### src/rtl/vfmt_pkg.sv
package vfmt_pkg;
  localparam int BUS_W  = 12;
  localparam int COMP_W = 8;
  localparam int NARROW = 5;
  localparam int WIDEG  = 6;

  typedef enum logic [1:0] {
    FMT_FULL24 = 2'd0,
    FMT_RGB555 = 2'd1,
    FMT_RGB565 = 2'd2,
    FMT_YC422  = 2'd3
  } fmt_e;

  typedef struct packed {
    fmt_e fmt;
    logic direct;    // single-cycle packings: decode and load output
    logic capA;      // 4:2:2 first cycle: capture Cb and Y0
    logic emitPair;  // 4:2:2 second cycle: output first pixel, hold second
    logic emitHeld;  // output the held second pixel
  } strobe_t;

  function automatic logic [COMP_W-1:0] widen5(input logic [NARROW-1:0] v);
    return {v, v[NARROW-1 -: COMP_W-NARROW]};
  endfunction

  function automatic logic [COMP_W-1:0] widen6(input logic [WIDEG-1:0] v);
    return {v, v[WIDEG-1 -: COMP_W-WIDEG]};
  endfunction
endpackage

### src/rtl/vfmt_ctrl.sv
module vfmt_ctrl
  import vfmt_pkg::*;
(
  input  logic      clk,
  input  logic      rstN,
  input  logic      inValid,
  input  logic [1:0] fmtSel,
  input  logic      startPulse,
  output strobe_t   strobe
);
  fmt_e fmtQ;
  logic phaseQ;
  logic pendQ;
  logic isPair;

  assign isPair = (fmtQ == FMT_YC422);

  always_comb begin
    strobe.fmt      = fmtQ;
    strobe.direct   = inValid && !startPulse && !isPair;
    strobe.capA     = inValid && !startPulse && isPair && !phaseQ;
    strobe.emitPair = inValid && !startPulse && isPair && phaseQ;
    strobe.emitHeld = pendQ && !startPulse;
  end

  always_ff @(posedge clk or negedge rstN) begin
    if (!rstN) begin
      fmtQ   <= FMT_FULL24;
      phaseQ <= 1'b0;
      pendQ  <= 1'b0;
    end else begin
      pendQ <= strobe.emitPair;
      if (startPulse) begin
        fmtQ   <= fmt_e'(fmtSel);
        phaseQ <= 1'b0;
      end else if (inValid && isPair) begin
        phaseQ <= ~phaseQ;
      end
    end
  end

  // packing only changes on a start cycle
  p_fmt_frozen_r7: assert property (@(posedge clk) disable iff (!rstN)
    !startPulse |=> $stable(fmtQ));
  // a held pixel never collides with a new pair completion
  p_no_collide_r5: assert property (@(posedge clk) disable iff (!rstN)
    pendQ |-> !strobe.emitPair);
  // start discards any pending second pixel
  p_start_flush_r8: assert property (@(posedge clk) disable iff (!rstN)
    startPulse |=> !pendQ);
endmodule

### src/rtl/vfmt_datapath.sv
module vfmt_datapath
  import vfmt_pkg::*;
(
  input  logic              clk,
  input  logic              rstN,
  input  strobe_t           strobe,
  input  logic [BUS_W-1:0]  fallWord,
  input  logic [BUS_W-1:0]  riseWord,
  output logic              pixValid,
  output logic [COMP_W-1:0] pixR,
  output logic [COMP_W-1:0] pixG,
  output logic [COMP_W-1:0] pixB
);
  logic [COMP_W-1:0] decR, decG, decB;
  logic [COMP_W-1:0] capCb, capY0;
  logic [COMP_W-1:0] heldY1, heldCb, heldCr;
  logic anyLoad;

  assign anyLoad = strobe.direct || strobe.emitPair || strobe.emitHeld;

  always_comb begin
    decR = '0; decG = '0; decB = '0;
    unique case (strobe.fmt)
      FMT_FULL24: begin
        decR = riseWord[11:4];
        decG = {riseWord[3:0], fallWord[11:8]};
        decB = fallWord[7:0];
      end
      FMT_RGB555: begin
        decR = widen5(riseWord[6:2]);
        decG = widen5({riseWord[1:0], fallWord[7:5]});
        decB = widen5(fallWord[4:0]);
      end
      FMT_RGB565: begin
        decR = widen5(riseWord[7:3]);
        decG = widen6({riseWord[2:0], fallWord[7:5]});
        decB = widen5(fallWord[4:0]);
      end
      default: ;
    endcase
  end

  always_ff @(posedge clk or negedge rstN) begin
    if (!rstN) begin
      pixValid <= 1'b0;
      pixR <= '0; pixG <= '0; pixB <= '0;
      capCb <= '0; capY0 <= '0;
      heldY1 <= '0; heldCb <= '0; heldCr <= '0;
    end else begin
      pixValid <= anyLoad;
      if (strobe.capA) begin
        capCb <= fallWord[COMP_W-1:0];
        capY0 <= riseWord[COMP_W-1:0];
      end
      if (strobe.emitPair) begin
        pixR   <= fallWord[COMP_W-1:0];
        pixG   <= capY0;
        pixB   <= capCb;
        heldY1 <= riseWord[COMP_W-1:0];
        heldCb <= capCb;
        heldCr <= fallWord[COMP_W-1:0];
      end else if (strobe.emitHeld) begin
        pixR <= heldCr;
        pixG <= heldY1;
        pixB <= heldCb;
      end else if (strobe.direct) begin
        pixR <= decR;
        pixG <= decG;
        pixB <= decB;
      end
    end
  end

  // every load strobe yields exactly one valid pixel next cycle
  p_valid_follows_r6: assert property (@(posedge clk) disable iff (!rstN)
    anyLoad |=> pixValid);
  p_valid_only_r6: assert property (@(posedge clk) disable iff (!rstN)
    !anyLoad |=> !pixValid);
  // components hold when nothing is loaded
  p_hold_idle_r9: assert property (@(posedge clk) disable iff (!rstN)
    !anyLoad |=> ($stable(pixR) && $stable(pixG) && $stable(pixB)));
endmodule

### src/rtl/vfmt_unpack.sv
module vfmt_unpack
  import vfmt_pkg::*;
(
  input  logic              clk,
  input  logic              rstN,
  input  logic              inValid,
  input  logic [BUS_W-1:0]  fallWord,
  input  logic [BUS_W-1:0]  riseWord,
  input  logic [1:0]        fmtSel,
  input  logic              startPulse,
  output logic              pixValid,
  output logic [COMP_W-1:0] pixR,
  output logic [COMP_W-1:0] pixG,
  output logic [COMP_W-1:0] pixB
);
  strobe_t strobe;

  vfmt_ctrl ctrl_i (
    .clk(clk), .rstN(rstN), .inValid(inValid), .fmtSel(fmtSel),
    .startPulse(startPulse), .strobe(strobe)
  );

  vfmt_datapath dp_i (
    .clk(clk), .rstN(rstN), .strobe(strobe), .fallWord(fallWord),
    .riseWord(riseWord), .pixValid(pixValid), .pixR(pixR), .pixG(pixG),
    .pixB(pixB)
  );

  // the start cycle itself never produces a pixel
  p_start_quiet_r7: assert property (@(posedge clk) disable iff (!rstN)
    (startPulse && !$past(strobe.emitPair)) |=> !pixValid);
endmodule

### config.mk
export PLATFORM = sky130hd
export DESIGN_NAME = vfmt_unpack
export DESIGN_NICKNAME = d
export VERILOG_FILES = /design/src/rtl/vfmt_pkg.sv /design/src/rtl/vfmt_ctrl.sv /design/src/rtl/vfmt_datapath.sv /design/src/rtl/vfmt_unpack.sv
export SDC_FILE = /design/constraint.sdc
export NUM_CORES = 1
export LEC_CHECK = 0
export ABC_CLOCK_PERIOD_IN_PS = 3500
export BUFFER_PORTS_ARGS = -buffer_cell sky130_fd_sc_hd__buf_2
export CORE_MARGIN = 2
export CORE_UTILIZATION = 45
export DETAILED_ROUTE_END_ITERATION = 8
export GPL_TIMING_DRIVEN = 0
export PLACE_DENSITY_LB_ADDON = 0.05
export SYNTH_ARGS = -nofsm -noshare
export SYNTH_HDL_FRONTEND = slang
export SYNTH_HIERARCHICAL = 1
export SYNTH_SLANG_ARGS = --single-unit
### constraint.sdc
create_clock -name clk -period 3.5 [get_ports clk]
set_input_delay 0.35 -clock clk [delete_from_list [all_inputs] [get_ports clk]]
set_output_delay 0.35 -clock clk [all_outputs]
set_load 0.01 [all_outputs]
==> results of run 1 <==
-- layer usage --
metal | track usage [%] | vias to the layer above | share of wire [%] | routed length, um
met4 | 10.0 | 0 | 2.4 | 210
li1 | - | 1228 | - | -
met3 | 3.75 | 24 | 5.6 | 484
met5 | 0 | - | 0 | 0
met2 | 34.2 | 118 | 44 | 3840
met1 | 34.4 | 1289 | 48 | 4120
-- report_power, final --
| group | switching (mW) | internal [mW] | total [mW] |
|---|---|---|---|
| Clock | 0.300 | 0.387 | 0.687 |
| Combinational | 0.259 | 0.237 | 0.496 |
| Sequential | 0.0948 | 0.990 | 1.08 |
-- layout make-up --
class                   instances  area [um2]
multi-input cells             186        1380
inverters                      21        78.8
flip-flops and latches         69        1730
plain buffers                  21         118
fillers                       673        3260
well taps                      99         124
clock inverters                 3        42.5
repair buffers                 54         273
clock buffers                  13         169
-- stage by stage --
| stage | setup slack, ns | instances | area, um2 | power [mW] |
|---|---|---|---|---|
| 6_report | 1.43 | 466 | 3910 | 2.27 |
| 5_1_grt | 1.34 | 466 | 3910 | 2.41 |
| 4_1_cts | 1.44 | 466 | 3910 | 2.28 |
| 3_5_place_dp | 1.28 | 450 | 3700 | 1.60 |
| 3_3_place_gp | 1.27 | 450 | 3700 | 1.58 |
| 2_1_floorplan | 1.75 | 297 | 3300 | 1.40 |
-- critical path, stage by stage, from the launching register on --
cell and delay [ns]:
sky130_fd_sc_hd__dfrtp_1 0.47, sky130_fd_sc_hd__and4_1 0.24, sky130_fd_sc_hd__buf_2 0.26, sky130_fd_sc_hd__buf_2 0.30, sky130_fd_sc_hd__buf_2 0.31, sky130_fd_sc_hd__mux2_2 0.37
-- sequential cells by signal, summed over array words and instances (netlist names) --
name           flops
ctrl_i/fmtQ        2
dp_i/heldCb        8
dp_i/pixValid      1
dp_i/capY0         8
dp_i/heldCr        8
dp_i/pixG          8
ctrl_i/phaseQ      1
dp_i/pixR          8
dp_i/heldY1        8
dp_i/capCb         8
dp_i/pixB          8
ctrl_i/pendQ       1
-- cell families after synthesis --
kind of cell	Yosys count
compound gates	107
fa+ha+maj	4
buf+inv	42
flops	69
mux	30
simple gates	45
-- final timing paths --
kind	startpoint	to
min	rstN	dp_i/pixB[1]
min in group clk	fmtSel[1]	ctrl_i/fmtQ[1]
max	ctrl_i/fmtQ[0]	dp_i/heldY1[4]
min reg2reg	dp_i/pixG[1]	dp_i/pixG[1]
max in group asynchronous	rstN	dp_i/pixG[5]
max reg2reg	ctrl_i/fmtQ[0]	dp_i/heldY1[4]
-- Yosys cell counts, drive strengths merged, types with 5 or more instances --
library cell,instances
dfrtp,69
mux2,30
o21ai,28
nand2,27
inv,21
a21oi,19
buf,18
a22oi,15
o221ai,11
a222oi,10
o21a,7
o22a,6
nor2,5
==> reports/metrics.yaml, run 1 <==
result_of_the_run: "completed"
number_of_setup_violations_in_the_final_report: 0
cts_made_buffers: 9
max_freq_mhz: 482
worstSetupPathType: "reg2reg"
main_combinational_cell_family_by_area_after_synthesis: "compound AO/OA/AOI/OAI gates"
worst_setup_path_start_kind: "register"
clkSlewWorstSetupHoldPaths_ns: 0.08
gr-total-overflow: 0
synth_simple_gate_area_share_pct: 7.05
vias_per_cell: 5.71
finalClockSkew_ns: 0.00555
place_hpwl_mm: 6.05
number_of_synthesized_flops_with_an_enable_pin: 0
netlist_area_um2: 3300
finalCoreUtilization_pct: 54.5
crit_path_max_fanout: 10
grt_setup_unrepaired: "no"
most_common_library_cell_in_the_layout_ignoring_fill_and_taps: "sky130_fd_sc_hd__dfrtp_1"
detail_route.drc_violations: 0
yosys.area_share.adder_pct: 1.52
fraction_of_the_mapped_netlist_area_in_compound_gates_pct: 22.9
worstMarginPinSlew_ns: 0.874
top_level_ports: 55
tritoncts: "done"
parity_gate_share_of_the_synthesized_area_counting_xor_and_xnor_cells_pct: 0
port_buffers: 54
holdWs_ns: 0.0925
period_share_pct: 59.2
design.core.area_um2: 7180
synth_top_cell_area_share_pct: 52.3
regToRegSetupSlack_ns: 1.43
yosys-mux-area-fraction_pct: 10.3
seq_area_frac_synth_pct: 52.3
insertedDiodeCount: 0
grt_antenna_before_repair: 0
maxCapViolCount: 0
ys_async_sr_fraction_pct: 100
die_height_um: 89.7
start_util_pct: 46.0
synth_top_flop_cell: "sky130_fd_sc_hd__dfrtp_1"
netlist_instances: 297
die_w_um: 89.7
drt_pass1_iterations: 6
fp-row-count: 31
gp_routability_congestion: 0.834
grt_first_pass_wirelength_mm: 14.0
detailed_route_wire_length_mm: 8.65
relSlewSlack_pct: 41.7
clock_sink_count: 69
syn2layout_area_growth_pct: 18.4
vias_in_the_first_global_route: 2609
final_cell_mix: "69 x sky130_fd_sc_hd__dfrtp_1, 66 x sky130_fd_sc_hd__buf_2, 27 x sky130_fd_sc_hd__nand2_1, 27 x sky130_fd_sc_hd__mux2_2, 26 x sky130_fd_sc_hd__o21ai_0"
wl_per_cell_um: 18.6
synth.top_cells.by_area: "sky130_fd_sc_hd__dfrtp_1 52%, sky130_fd_sc_hd__mux2_2 9.2%, sky130_fd_sc_hd__o21ai_0 3.9%, sky130_fd_sc_hd__a22oi_1 3.4%, sky130_fd_sc_hd__nand2_1 3.1%"
root_buffer: "sky130_fd_sc_hd__clkbuf_8"
layout.nets: 396
area_of_the_die_um2: 8040
yosysWarnings: 6
crit_path_capture_type: "register"
gr-usage-all-layers_pct: 23.4
power_density_nw_per_um2: 580
worstSkewPairLatency_ns: 0.34
drt.antenna.violating_nets: 0
arrival_time_reported_for_the_critical_path_endpoint_ns: 2.30
number_of_resized_instances_in_the_post_cts_repair_step: 0
routed-via-count: 2659
mappedNetlistNets: 331
grt_start_max_net_pins: 70
hold_viol_final: 0
rr_worst_depth: 5
max-vdd-ir-drop_uv: 302
synth-seq-cells: 69
first_iter_violations: 357
finalWorstPathRequiredPeriod_ns: 2.07
post-cts-setup-buffer-count: 0
holdBufCountCts: 0
p_leak_nw: 1.84
yosys.area.top_type: "sky130_fd_sc_hd__dfrtp_1"
maxSlewViolCount: 0
synth.distinct_cells: 40
cp.required_ns: 3.73
cts-htree-levels: 3
setup_tns_ns: 0
clk_path_buf_depth: 2
layout_cell_share_with_drive_strength_beyond_1_pct: 33.0
hold_path_class: "in2async"
syn_avg_cell_area_um2: 11.1
No activity file was read; power rests on OpenSTA's default activity.
==> run 2, diff against run 1 <==
Settings changed: ABC_CLOCK_PERIOD_IN_PS 3500 to 1900.
Clock period 3.5 ns to 1.9 ns, I/O delays scaled along.
==> reports/metrics.yaml, run 2 (synthesis results as in run 1) <==
result_of_the_run: "completed"
final_cell_mix: "67 x sky130_fd_sc_hd__dfrtp_1, 62 x sky130_fd_sc_hd__buf_2, 27 x sky130_fd_sc_hd__nand2_1, 27 x sky130_fd_sc_hd__mux2_2, 26 x sky130_fd_sc_hd__o21ai_0"
worst_path_max_delay_cell: "sky130_fd_sc_hd__dfrtp_2"
insertedDiodeCount: 0  # unchanged
start_util_pct: 46.0  # unchanged
detail_route.drc_violations: 0  # unchanged
hold_path_class: "in2reg"
cts_made_buffers: 9  # unchanged
layout_cell_share_with_drive_strength_beyond_1_pct: 35.1  # +2.1 points
setup_tns_ns: 0  # unchanged
area_of_the_die_um2: 8040  # unchanged
crit_path_capture_type: "register"
internal_portion_of_total_power_mw: 2.98  # +85%
timing.critical_path.buf_inv: 2  # -1
clk_path_buf_depth: 2  # unchanged
power_density_nw_per_um2: 1060  # +82%
syn2layout_area_growth_pct: 19.7
fp-row-count: 31  # unchanged
first_iter_violations: 354  # -0.84%
filler_cells: 672  # -0.15%
seq_power_share_pct: 47.8  # about the same
max-vdd-ir-drop_uv: 555  # +84%
tritoncts: "done"
worstSetupPathType: "reg2reg"
gr-total-overflow: 0  # unchanged
worstSkewPairLatency_ns: 0.34  # about the same
finalCoreUtilization_pct: 55.1  # +0.59 points
crit_path_max_fanout: 8  # -2
finalWorstPathRequiredPeriod_ns: 1.82  # -0.257 ns
die_w_um: 89.7  # unchanged
maxCapViolCount: 0  # unchanged
gp_routability_congestion: 0.834  # unchanged
port_buffers: 54  # unchanged
clock_sink_count: 69  # unchanged
cp.required_ns: 2.18  # -1.55 ns
number_of_setup_violations_in_the_final_report: 0  # unchanged
cts-htree-levels: 3  # unchanged
crit_path_max_incr_delay_ns: 0.45  # -0.02 ns
period_share_pct: 95.6  # +36 points
switching_share_pct: 28.7  # -0.096 points
place_hpwl_mm: 6.05  # unchanged
vias_in_the_first_global_route: 2630  # +0.80%
die_height_um: 89.7  # unchanged
cp_cell_sequence: "and4_1 -> clkbuf_4 -> or3_1 -> buf_6 -> o221ai_2 -> o21a_1"
combinationalPowerShare_pct: 22.1  # +0.2 points
maxSlewViolCount: 0  # unchanged
clkSlewWorstSetupHoldPaths_ns: 0.07  # about the same
drt.antenna.violating_nets: 0  # unchanged
p_leak_nw: 1.85  # +0.67%
p_clk_share_pct: 30.1  # -0.2 points
drt_pass1_iterations: 7  # +1
placed_cells: 450  # unchanged
power.net_switching_mw: 1.20  # +84%
crit_family: "simple AND/OR/NAND/NOR gates"
most_common_library_cell_in_the_layout_ignoring_fill_and_taps: "sky130_fd_sc_hd__dfrtp_1"
grt_antenna_before_repair: 0  # unchanged
top_level_ports: 55  # unchanged
design.core.area_um2: 7180  # unchanged
grt_start_max_net_pins: 70  # unchanged
arrival_time_reported_for_the_critical_path_endpoint_ns: 2.10  # -0.20 ns
hold_viol_final: 0  # unchanged
layout.nets: 397  # +0.25%
routed-via-count: 2653  # -0.23%
root_buffer: "sky130_fd_sc_hd__clkbuf_8"
gr-usage-all-layers_pct: 23.5  # +0.039 points
detailed_route_wire_length_mm: 8.72  # +0.87%
relSlewSlack_pct: 41.2  # -0.49 points
grt_first_pass_wirelength_mm: 14.0  # +0.20%
wl_per_cell_um: 18.7  # +0.65%
worst_setup_path_start_kind: "register"
max_freq_mhz: 551  # +14%
worstMarginPinSlew_ns: 0.881  # +0.00736 ns
final_standard_cell_count_with_taps_included_and_fillers_excluded: 467  # +0.21%
vias_per_cell: 5.68  # -0.44%
grt_setup_unrepaired: "no"
finalClockSkew_ns: 0.00344  # -0.00211 ns
run 2: changes by cell type in the layout (fill, tap and decap cells not counted), sizes merged:
cell and delta:
buf -3, clkbuf +3, dlygate4sd3 +1
run 2: power by group through the flow:
stage	clock [mW]	sequential [mW]	combinational, mW
6_report	1.26	2.00	0.923
5_1_grt	1.36	2.05	1.03
4_1_cts	1.29	2.00	0.923
3_5_place_dp	0	2.03	0.916
3_3_place_gp	0	2.02	0.900
2_1_floorplan	0	2.05	0.527
run 2: final timing paths:
path                            slack [ns]             end  depth (start not counted)      startpoint
worst max register to register        0.08    dp_i/pixG[7]                          6  ctrl_i/fmtQ[1]
min in group asynchronous             0.51   dp_i/pixValid                          2            rstN
worst min register to register        0.47    dp_i/pixG[1]                          2    dp_i/pixG[1]
max in group asynchronous             0.75  ctrl_i/fmtQ[0]                          2            rstN
worst max-delay path                  0.08    dp_i/pixG[7]                          6  ctrl_i/fmtQ[1]
worst min-delay path                  0.06  ctrl_i/fmtQ[1]                          2       fmtSel[1]
run 2: area by class of cell:
type | instances | area (um2) | share of cell area [%]
plain buffers | 21 | 134 | 3.39
clock buffers | 13 | 169 | 4.27
clock inverters | 3 | 42.5 | 1.08
inverters | 21 | 78.8 | 1.99
multi-input cells | 186 | 1390 | 35.3
flip-flops and latches | 69 | 1730 | 43.7
well taps | 99 | 124 | 3.13
repair buffers | 55 | 283 | 7.15
run 2: what timing repair did:
action / in CTS / in global routing
cloned: 0 / 0
hold endpoints to repair: 26 / 0
pin swaps: 2 / 1
hold buffers: 1 / 0
setup buffers: 0 / 0
setup endpoints to repair: 36 / 33
resized for setup: 5 / 10
run 2: worst register-to-register path, stage by stage (launching register included):
cell and delay [ns]:
sky130_fd_sc_hd__dfrtp_2 0.45, sky130_fd_sc_hd__and4_1 0.21, sky130_fd_sc_hd__clkbuf_4 0.20, sky130_fd_sc_hd__or3_1 0.35
sky130_fd_sc_hd__buf_6 0.16, sky130_fd_sc_hd__o221ai_2 0.23, sky130_fd_sc_hd__o21a_1 0.16
run 2: metrics by stage:
stage	setup WS (ns)	instance area (um2)	total power, mW	hold slack, ns
floorplan	0.218	3300	2.57	-0.106
global placement	-0.173	3700	2.92	0.410
detailed placement	-0.158	3700	2.94	0.365
CTS	0.00624	3930	4.21	0.0518
global route	0.000405	3950	4.44	0.0679
finish	0.0841	3950	4.18	0.0622
run 2: per-layer routing:
metal	track usage, %	part of all wire, %
met1	34.3	48
met2	34.3	45
met3	3.66	4.8
met4	10.4	1.6
met5	0	0
==> run 3, diff against run 2 <==
==> constraint.sdc (replaced) <==
create_clock -name clk -period 1.9 [get_ports clk]
set_input_delay 0.38 -clock clk [delete_from_list [all_inputs] [get_ports clk]]
set_output_delay 0.38 -clock clk [all_outputs]
set_load 0.01 [all_outputs]
==> reports/metrics.yaml, run 3 (synthesis results as in run 1) <==
top_level_ports: 55  # unchanged
finalCoreUtilization_pct: 54.9  # -0.19 points
die_height_um: 89.7  # unchanged
worst_setup_path_start_kind: "register"
holdBufCountCts: 0  # -1
regToRegSetupSlack_ns: 0.08  # about the same
syn2layout_area_growth_pct: 19.3
rr_worst_depth: 6  # unchanged
r2r_end: "dp_i/pixG[7]"
drt.antenna.violating_nets: 0  # unchanged
fp-row-count: 31  # unchanged
tritoncts: "done"
clkSlewWorstSetupHoldPaths_ns: 0.07  # about the same
placed_cells: 450  # unchanged
gr-usage-all-layers_pct: 23.4  # about the same
clock_sink_count: 69  # unchanged
area_of_the_die_um2: 8040  # unchanged
finalClockSkew_ns: 0.00403  # +0.000594 ns
final_standard_cell_count_with_taps_included_and_fillers_excluded: 465  # -0.43%
result_of_the_run: "completed"
maxSlewViolCount: 0  # unchanged
most_common_library_cell_in_the_layout_ignoring_fill_and_taps: "sky130_fd_sc_hd__dfrtp_1"
maxCapViolCount: 0  # unchanged
p_leak_nw: 1.84  # -0.29%
dpl_worst_slack_ns: -0.348  # -0.190 ns
finalWorstPathRequiredPeriod_ns: 1.82  # +0.00884 ns
start_util_pct: 46.0  # unchanged
holdWs_ns: 0.145  # +0.0825 ns
max_freq_mhz: 548  # -0.48%
insertedDiodeCount: 0  # unchanged
routed-via-count: 2693  # +1.5%
crit_path_max_fanout: 8  # unchanged
port_buffers: 54  # unchanged
drt_pass1_iterations: 8  # +1
root_buffer: "sky130_fd_sc_hd__clkbuf_8"
gr-total-overflow: 0  # unchanged
final_critical_path_setup_slack_ns: 0.0752  # -0.00884 ns
filler_cells: 672  # unchanged
arrival_time_reported_for_the_critical_path_endpoint_ns: 2.11  # about the same
crit_path_max_incr_delay_ns: 0.45  # about the same
worstSkewPairLatency_ns: 0.34  # about the same
detailed_place.area_um2: 3700  # unchanged
place_hpwl_mm: 6.05  # unchanged
cp_cell_sequence: "and4_1 -> clkbuf_4 -> or3_1 -> buf_6 -> o221ai_2 -> o21a_1"
final_instance_area_um2: 3940  # -0.35%
vias_per_cell: 5.79  # +1.9%
period_share_pct: 96.0  # +0.47 points
worstReg2RegStart: "ctrl_i/fmtQ[1]"
layout_cell_share_with_drive_strength_beyond_1_pct: 35.2  # +0.19 points
max-vdd-ir-drop_uv: 553  # -0.37%
post-cts-setup-buffer-count: 0  # unchanged
power_density_nw_per_um2: 1060  # +0.37%
worstSetupPathType: "reg2reg"
first_iter_violations: 320  # -9.6%
worstMarginPinSlew_ns: 0.878  # -0.00346 ns
relSlewSlack_pct: 41.5  # +0.23 points
grt_first_pass_wirelength_mm: 14.0  # -0.20%
cp.required_ns: 2.18  # about the same
grt_antenna_before_repair: 0  # unchanged
detailed_route_wire_length_mm: 8.67  # -0.62%
gp_routability_congestion: 0.834  # unchanged
hold_viol_final: 0  # unchanged
design.core.area_um2: 7180  # unchanged
vias_in_the_first_global_route: 2613  # -0.65%
die_w_um: 89.7  # unchanged
number_of_setup_violations_in_the_final_report: 0  # unchanged
cts_made_buffers: 9  # unchanged
grt_setup_unrepaired: "no"
grt_start_max_net_pins: 70  # unchanged
hold_path_class: "in2async"
final_cell_mix: "67 x sky130_fd_sc_hd__dfrtp_1, 62 x sky130_fd_sc_hd__buf_2, 27 x sky130_fd_sc_hd__nand2_1, 27 x sky130_fd_sc_hd__mux2_2, 26 x sky130_fd_sc_hd__o21ai_0"
crit_path_capture_type: "register"
detail_route.drc_violations: 0  # unchanged
cts-htree-levels: 3  # unchanged
worst_path_max_delay_cell: "sky130_fd_sc_hd__dfrtp_2"
clk_path_buf_depth: 2  # unchanged
layout.nets: 395  # -0.50%
wl_per_cell_um: 18.6  # -0.19%
run 3: worst max path at each step:
stage	cells after the start	end	startpoint
2_1_floorplan	6	dp_i/heldY1[0]	inValid
3_3_place_gp	7	dp_i/heldY1[2]	startPulse
3_5_place_dp	7	dp_i/heldY1[3]	startPulse
4_1_cts	6	dp_i/pixR[4]	ctrl_i/fmtQ[0]
5_1_grt	6	dp_i/pixB[7]	ctrl_i/fmtQ[1]
6_report	6	dp_i/pixG[7]	ctrl_i/fmtQ[1]
run 3: metrics by stage:
stage,TNS (ns),power (mW)
final,0,4.18
after floorplan,0,2.57
after global routing,0,4.44
after detailed placement,-10.89,2.94
after CTS,0,4.21
after global placement,-10.75,2.92
run 3: repair_timing:
item                                   in CTS  in global routing
endpoints found under the hold margin       0                  0
setup endpoints to repair                  36                 33
gates resized for setup                     5                 10
pin swaps                                   2                  1
run 3: layout make-up:
| class | count | area [um2] | area share, % |
|---|---|---|---|
| well taps | 99 | 124 | 3.14 |
| repair buffers | 54 | 273 | 6.92 |
| inverters | 21 | 78.8 | 2.00 |
| clock buffers | 13 | 169 | 4.29 |
| plain buffers | 20 | 130 | 3.30 |
| multi-input cells | 186 | 1390 | 35.4 |
| flip-flops and latches | 69 | 1730 | 43.9 |
| clock inverters | 3 | 42.5 | 1.08 |
run 3: critical path: cells and delay by family, from the launching register on:
kind	cells	cell delay, ns
and+or+nand+nor	2	0.56
buffers and inverters	2	0.37
AOI/OAI and AO/OA	2	0.39
DFF	1	0.45
run 3: routing by layer:
| layer | vias to the layer above | GRT usage [%] | share of wire [%] |
|---|---|---|---|
| met5 | - | 0 | 0 |
| met4 | 0 | 10.4 | 2.3 |
| met3 | 23 | 3.66 | 5.6 |
| met2 | 115 | 34.0 | 44 |
| met1 | 1326 | 34.5 | 48 |
| li1 | 1229 | - | - |
run 3: where the power goes:
| part | leakage, nW | internal (mW) | total (mW) | switching, mW |
|---|---|---|---|---|
| Sequential | 0.842 | 1.82 | 2.00 | 0.173 |
| Combinational | 0.897 | 0.442 | 0.921 | 0.480 |
| Clock | 0.106 | 0.713 | 1.26 | 0.548 |
